===== src/rtl/exc_entry_pkg.sv =====
package exc_entry_pkg;

    typedef enum logic {
        ST_RUN  = 1'b0,
        ST_HALT = 1'b1
    } ctrl_state_e;

    typedef enum logic [1:0] {
        SRC_NONE = 2'd0,
        SRC_SYNC = 2'd1,
        SRC_TICK = 2'd2,
        SRC_EXT  = 2'd3
    } entry_src_e;

    localparam int SR_SUP  = 0;
    localparam int SR_IEN  = 1;
    localparam int SR_TEN  = 2;
    localparam int SR_DMMU = 3;
    localparam int SR_IMMU = 4;
    localparam int SR_DSX  = 5;

endpackage


===== src/rtl/exc_arbiter.sv =====
module exc_arbiter
    import exc_entry_pkg::*;
#(
    parameter int CAUSE_W    = 4,
    parameter int NUM_CAUSES = 14,
    parameter int TICK_CAUSE = 5,
    parameter int EXT_CAUSE  = 8
) (
    input  logic               take_i,
    input  logic [CAUSE_W-1:0] cause_i,
    input  logic               ext_irq_i,
    input  logic               tick_irq_i,
    input  logic               ien_i,
    input  logic               ten_i,
    output entry_src_e         src_o,
    output logic [CAUSE_W-1:0] sel_cause_o,
    output logic               illegal_o
);

    localparam logic [CAUSE_W-1:0] TICK_CODE = CAUSE_W'(TICK_CAUSE);
    localparam logic [CAUSE_W-1:0] EXT_CODE  = CAUSE_W'(EXT_CAUSE);

    always_comb begin
        src_o       = SRC_NONE;
        sel_cause_o = '0;
        illegal_o   = 1'b0;
        if (take_i) begin
            src_o       = SRC_SYNC;
            sel_cause_o = cause_i;
            illegal_o   = (cause_i == '0) || (int'(cause_i) >= NUM_CAUSES);
        end else if (tick_irq_i && ten_i) begin
            src_o       = SRC_TICK;
            sel_cause_o = TICK_CODE;
        end else if (ext_irq_i && ien_i) begin
            src_o       = SRC_EXT;
            sel_cause_o = EXT_CODE;
        end
    end

endmodule


===== src/rtl/exc_pc_calc.sv =====
module exc_pc_calc #(
    parameter int XLEN          = 32,
    parameter int CAUSE_W       = 4,
    parameter int SYSCALL_CAUSE = 12,
    parameter int VEC_SHIFT     = 8
) (
    input  logic [XLEN-1:0]    pc_i,
    input  logic               dslot_i,
    input  logic               is_sync_i,
    input  logic [CAUSE_W-1:0] cause_i,
    output logic [XLEN-1:0]    epc_o,
    output logic [XLEN-1:0]    vec_o
);

    localparam logic [XLEN-1:0]    INSN_BYTES = XLEN'(4);
    localparam logic [CAUSE_W-1:0] SYS_CODE   = CAUSE_W'(SYSCALL_CAUSE);

    logic [XLEN-1:0] back_adj;
    logic [XLEN-1:0] fwd_adj;

    always_comb begin
        back_adj = dslot_i ? INSN_BYTES : '0;
        fwd_adj  = (is_sync_i && (cause_i == SYS_CODE)) ? INSN_BYTES : '0;
        epc_o    = pc_i - back_adj + fwd_adj;
        vec_o    = {{(XLEN-CAUSE_W){1'b0}}, cause_i} << VEC_SHIFT;
    end

endmodule


===== src/rtl/exc_sr_update.sv =====
module exc_sr_update
    import exc_entry_pkg::*;
#(
    parameter int SR_W = 16
) (
    input  logic [SR_W-1:0] sr_i,
    input  logic            dslot_i,
    output logic [SR_W-1:0] sr_o
);

    for (genvar b = 0; b < SR_W; b++) begin : g_bit
        if (b == SR_SUP) begin : g_set
            assign sr_o[b] = 1'b1;
        end else if (b == SR_IEN || b == SR_TEN || b == SR_DMMU || b == SR_IMMU) begin : g_clr
            assign sr_o[b] = 1'b0;
        end else if (b == SR_DSX) begin : g_dsx
            assign sr_o[b] = sr_i[b] | dslot_i;
        end else begin : g_keep
            assign sr_o[b] = sr_i[b];
        end
    end

endmodule


===== src/rtl/exc_entry_ctrl.sv =====
module exc_entry_ctrl
    import exc_entry_pkg::*;
#(
    parameter int XLEN          = 32,
    parameter int SR_W          = 16,
    parameter int CAUSE_W       = 4,
    parameter int NUM_CAUSES    = 14,
    parameter int SYSCALL_CAUSE = 12,
    parameter int TICK_CAUSE    = 5,
    parameter int EXT_CAUSE     = 8,
    parameter int VEC_SHIFT     = 8
) (
    input  logic               clk,
    input  logic               rst_n,
    input  logic [XLEN-1:0]    pc_i,
    input  logic               dslot_i,
    input  logic               take_i,
    input  logic [CAUSE_W-1:0] cause_i,
    input  logic               ext_irq_i,
    input  logic               tick_irq_i,
    input  logic               sr_wr_i,
    input  logic [SR_W-1:0]    sr_wdata_i,
    output logic [SR_W-1:0]    sr_o,
    output logic [SR_W-1:0]    esr_o,
    output logic [XLEN-1:0]    epc_o,
    output logic [XLEN-1:0]    npc_o,
    output logic [CAUSE_W-1:0] cause_o,
    output logic               flush_o,
    output logic               dslot_clr_o,
    output logic               err_o
);

    localparam logic [SR_W-1:0] SR_RESET = SR_W'(1) << SR_SUP;

    ctrl_state_e          state_q, state_d;
    entry_src_e           src;
    logic [CAUSE_W-1:0]   sel_cause;
    logic                 illegal;
    logic [XLEN-1:0]      epc_calc;
    logic [XLEN-1:0]      vec_calc;
    logic [SR_W-1:0]      sr_entry;
    logic                 do_entry;

    exc_arbiter #(
        .CAUSE_W    (CAUSE_W),
        .NUM_CAUSES (NUM_CAUSES),
        .TICK_CAUSE (TICK_CAUSE),
        .EXT_CAUSE  (EXT_CAUSE)
    ) u_arb (
        .take_i      (take_i),
        .cause_i     (cause_i),
        .ext_irq_i   (ext_irq_i),
        .tick_irq_i  (tick_irq_i),
        .ien_i       (sr_o[SR_IEN]),
        .ten_i       (sr_o[SR_TEN]),
        .src_o       (src),
        .sel_cause_o (sel_cause),
        .illegal_o   (illegal)
    );

    exc_pc_calc #(
        .XLEN          (XLEN),
        .CAUSE_W       (CAUSE_W),
        .SYSCALL_CAUSE (SYSCALL_CAUSE),
        .VEC_SHIFT     (VEC_SHIFT)
    ) u_pc (
        .pc_i      (pc_i),
        .dslot_i   (dslot_i),
        .is_sync_i (src == SRC_SYNC),
        .cause_i   (sel_cause),
        .epc_o     (epc_calc),
        .vec_o     (vec_calc)
    );

    exc_sr_update #(
        .SR_W (SR_W)
    ) u_sr (
        .sr_i    (sr_o),
        .dslot_i (dslot_i),
        .sr_o    (sr_entry)
    );

    assign do_entry = (state_q == ST_RUN) && (src != SRC_NONE) && !illegal;

    always_comb begin
        state_d = state_q;
        unique case (state_q)
            ST_RUN:  if (src == SRC_SYNC && illegal) state_d = ST_HALT;
            ST_HALT: state_d = ST_HALT;
        endcase
    end

    always_ff @(posedge clk) begin
        if (!rst_n) state_q <= ST_RUN;
        else        state_q <= state_d;
    end

    always_ff @(posedge clk) begin
        if (!rst_n) begin
            sr_o        <= SR_RESET;
            esr_o       <= '0;
            epc_o       <= '0;
            npc_o       <= '0;
            cause_o     <= '0;
            flush_o     <= 1'b0;
            dslot_clr_o <= 1'b0;
            err_o       <= 1'b0;
        end else begin
            flush_o     <= 1'b0;
            dslot_clr_o <= 1'b0;
            cause_o     <= '0;
            unique case (state_q)
                ST_RUN: begin
                    if (do_entry) begin
                        epc_o       <= epc_calc;
                        esr_o       <= sr_o;
                        sr_o        <= sr_entry;
                        npc_o       <= vec_calc;
                        cause_o     <= sel_cause;
                        flush_o     <= 1'b1;
                        dslot_clr_o <= dslot_i;
                    end else if (src == SRC_SYNC) begin
                        err_o <= 1'b1;
                    end else if (sr_wr_i) begin
                        sr_o <= sr_wdata_i;
                    end
                end
                ST_HALT: begin
                    err_o <= 1'b1;
                end
            endcase
        end
    end

endmodule


===== config.mk =====
export PLATFORM = sky130hd
export DESIGN_NAME = exc_entry_ctrl
export DESIGN_NICKNAME = d
export VERILOG_FILES = /design/src/rtl/exc_entry_pkg.sv /design/src/rtl/exc_arbiter.sv /design/src/rtl/exc_pc_calc.sv /design/src/rtl/exc_sr_update.sv /design/src/rtl/exc_entry_ctrl.sv
export SDC_FILE = /design/constraint.sdc
export NUM_CORES = 1
export LEC_CHECK = 0
export ABC_CLOCK_PERIOD_IN_PS = 3510
export BUFFER_PORTS_ARGS = -buffer_cell sky130_fd_sc_hd__buf_4
export CAP_MARGIN = 20
export CORE_ASPECT_RATIO = 2
export CORE_MARGIN = 2
export CORE_UTILIZATION = 51
export CTS_CLUSTER_SIZE = 25
export DETAILED_ROUTE_END_ITERATION = 10
export HOLD_SLACK_MARGIN = 0.06
export PLACE_DENSITY = 0.84
export SYNTH_ARGS = -nofsm -noshare
export SYNTH_HDL_FRONTEND = slang
export SYNTH_SLANG_ARGS = --single-unit
export TNS_END_PERCENT = 50

===== constraint.sdc =====
create_clock -name clk -period 3.51 [get_ports clk]
set_input_delay 0.1755 -clock clk [delete_from_list [all_inputs] [get_ports clk]]
set_output_delay 0.1755 -clock clk [all_outputs]
set_load 0.01 [all_outputs]

==> results.ini <==
[run_status]
status=completed

[final_layout]
layout_commonest_cell=buf_4
drive_gt1_frac=0.242
area_delta_synth_final_pct=25.9
fin_util=0.661
post-route-cell-area_sq_mm=0.00596
final_cells=804
antennaDiodeCount=0
fillCellCount=758
nets=787
mostFrequentLayoutCells=buf_4, nand2_1, dfxtp_1, inv_1, o21ai_0

[run]
cap_viol_max_count=0

[drt]
first_pass_iters=4
drc=0
wl_per_cell_microns=15.8
vias_per_cell=5.51
routed_wl_microns=12700
first_iter_violations=175
ant_nets=0
vias=4430

[place]
port_buffers=133
placed_cell_area_sq_mm=0.00563
place.gp.congestion=0.930
dp_hpwl_microns=9940
dp_cells=788
pre_cts_slack_ns=0.259

[worst_setup_path]
cp_data_required_time_ns=3.69
critPathCaptureType=register
crit_path_end=epc_o[26]$_SDFFE_PN0P_
crit_family=compound AO/OA/AOI/OAI gates
critPathBufInv=2
rrSetupSlack_ns=1.15
crit_path_start_kind=input port
cp.depth=14
worstPathArrival_ns=3.14
startpoint=cause_i[0]
r2r_end=epc_o[28]$_SDFFE_PN0P_
rr_startpoint=sr_o[2]$_SDFFE_PN0P_
max_stage_delay_ns=0.53
rr_worst_depth=5
cp_max_fo=5
slowest_stage=fa_1
crit_type=in2reg
cp_cell_sequence=buf_4 > nor2_1 > nand4_1 > fa_1 > inv_1 > ha_1 > or2_0 > a21oi_1 > nor4b_1 > o21ai_1 > a21o_1 > a211oi_2 > xor2_1 > o21ai_0

[timing]
tightest_slew_ns=0.692
whs_ns=0.0761
slew_viol_final=0
setup_violations=0
min_period_over_period=0.842
hold_violations=0
finClkSkew_ns=0.0107
period_minus_slack_ns=2.96
rsz0062_at_grt=no
max_freq_mhz=338
setup_slack_ns=0.554
relSlewSlack=0.538
finalSetupTns_ns=0

[cts]
cts_root_buf=clkbuf_16
htreeDepth=3
cts.repair.resized=0
clk_latency_ns=0.33
clk_pin_slew_ns=0.06
cts_setup_buffers=0
cts_tree=built
cts.path.max_buffers=2
clock_sinks=76
ctsHoldBuffers=0
numCtsBuffers=9

[logic_synthesis]
async_reset_ff_frac=0
synth.ff_latch_count=76
synth_edf_count=0
synthDistinctLibCells=65
ys_seq_area_frac=0.321
syn_area_sq_mm=0.00473
syn_inst=582
synth-main-ff-cell=dfxtp_1
syn_avg_cell_area_sq_um=8.13
yosysWarnings=0

[power_and_ir_drop]
power.density_mw_per_mm2=447
p_sw_mw=0.787
p_int_mw=1.87
p_total_mw=2.66
switching_share=0.296
p_leak_nw=2.85
vdd.ir_drop.worst_uv=246
sequentialPowerShare=0.362
pwr-share-comb=0.257
p_clk_frac=0.381

[hold_path]
holdCritPathClass=in2reg
hold_depth=3

[floorplan]
die_height_microns=140
die_w_microns=72.1
rows=49
coreArea_sq_mm=0.00901
boundaryPins=162
start_util=0.525
die_area_sq_mm=0.0101

[grt]
grt_antenna_before_repair=0
grt_pass1_vias=4376
grt-ovfl-total=0
grt_first_pass_wirelength_microns=20000
grt_max_degree=59
grt.total_usage=0.247

[cells by family (layout without fill, tap and decap cells)]
| logic type | after synthesis | after routing | synth area share |
|---|---|---|---|
| AND/OR/NAND/NOR | 185 | 185 | 0.188 |
| AO/OA/AOI/OAI | 151 | 151 | 0.221 |
| buffers and inverters | 97 | 190 | 0.106 |
| flip-flops | 76 | 76 | 0.321 |
| adder cells (fa/ha/maj) | 31 | 31 | 0.0835 |
| XOR/XNOR | 25 | 25 | 0.0463 |
| multiplexers | 16 | 16 | 0.0338 |
| other | 1 | 28 | 0.000792 |
[tightest hold or removal path, cell delays in order]
cell and delay [ns]:
buf_4 0.08, mux2i_1 0.06, nand2_1 0.06
[power groups by stage]
stage | registers [mW] | clock network (mW) | logic (mW)
floorplan | 1.00 | 0 | 0.422
global placement | 0.979 | 0 | 0.663
detailed placement | 0.982 | 0 | 0.678
CTS | 0.963 | 1.02 | 0.683
global route | 0.970 | 1.06 | 0.747
finish | 0.963 | 1.01 | 0.684
[worst min path at each step]
stage	slack, ns	start	to
2_1_floorplan	0.30	sr_wdata_i[0]	sr_o[0]$_SDFFE_PN1P_
3_3_place_gp	0.40	sr_wdata_i[0]	sr_o[0]$_SDFFE_PN1P_
3_5_place_dp	0.40	sr_wdata_i[0]	sr_o[0]$_SDFFE_PN1P_
4_1_cts	0.07	sr_wdata_i[0]	sr_o[0]$_SDFFE_PN1P_
5_1_grt	0.09	sr_wdata_i[0]	sr_o[0]$_SDFFE_PN1P_
6_report	0.08	sr_wdata_i[0]	sr_o[0]$_SDFFE_PN1P_
[routing by layer]
layer	track usage	vias up	wire length, microns	part of all wire
li1	-	2173	-	-
met1	0.233	2057	4320	0.34
met2	0.484	167	7290	0.57
met3	0.0381	33	622	0.049
met4	0.125	0	471	0.037
met5	0	-	0	0
[sequential cells by signal (all words and copies together), names as in the netlist]
signal,cells
err_o,1
dslot_clr_o,1
npc_o,4
state_q,1
cause_o,4
sr_o,16
flush_o,1
esr_o,16
epc_o,32
[area by class of cell]
class,count,area [sq um],area share
clock buffer,11,243,0.0407
clock inverter,5,83.8,0.0141
inverter,38,143,0.0239
multi-input combinational,436,2820,0.473
sequential,76,1520,0.255
tap,102,128,0.0214
timing repair buffer,136,1020,0.171
[cells in the mapped netlist (2+ instances only)]
master / instances / area [sq um]
nand3_1: 13 / 65.1
xor2_1: 13 / 114
o31ai_1: 4 / 30.0
a21boi_0: 22 / 165
or4_1: 3 / 22.5
nand4_1: 10 / 62.6
o211ai_1: 5 / 37.5
or3_1: 3 / 18.8
o21bai_1: 3 / 22.5
xnor2_1: 12 / 105
nor4_1: 2 / 12.5
o21a_1: 7 / 52.6
o21ai_2: 3 / 26.3
buf_1: 2 / 7.51
nor2_1: 23 / 86.3
ha_1: 30 / 375
inv_1: 38 / 143
o21ai_0: 32 / 160
and2_1: 11 / 68.8
a21oi_1: 29 / 145
mux2i_1: 16 / 160
nor2b_1: 13 / 81.3
o211a_1: 3 / 30.0
clkbuf_1: 23 / 86.3
buf_4: 31 / 233
dfxtp_1: 76 / 1520
and3_1: 2 / 12.5
a211oi_1: 4 / 30.0
nor3_1: 4 / 20.0
nand2_1: 90 / 338
nand2b_1: 4 / 25.0
a31oi_1: 3 / 18.8
a211o_1: 4 / 35.0
o21ai_1: 3 / 15.0
a21o_1: 11 / 82.6
Power figures use the tool's default switching activity.
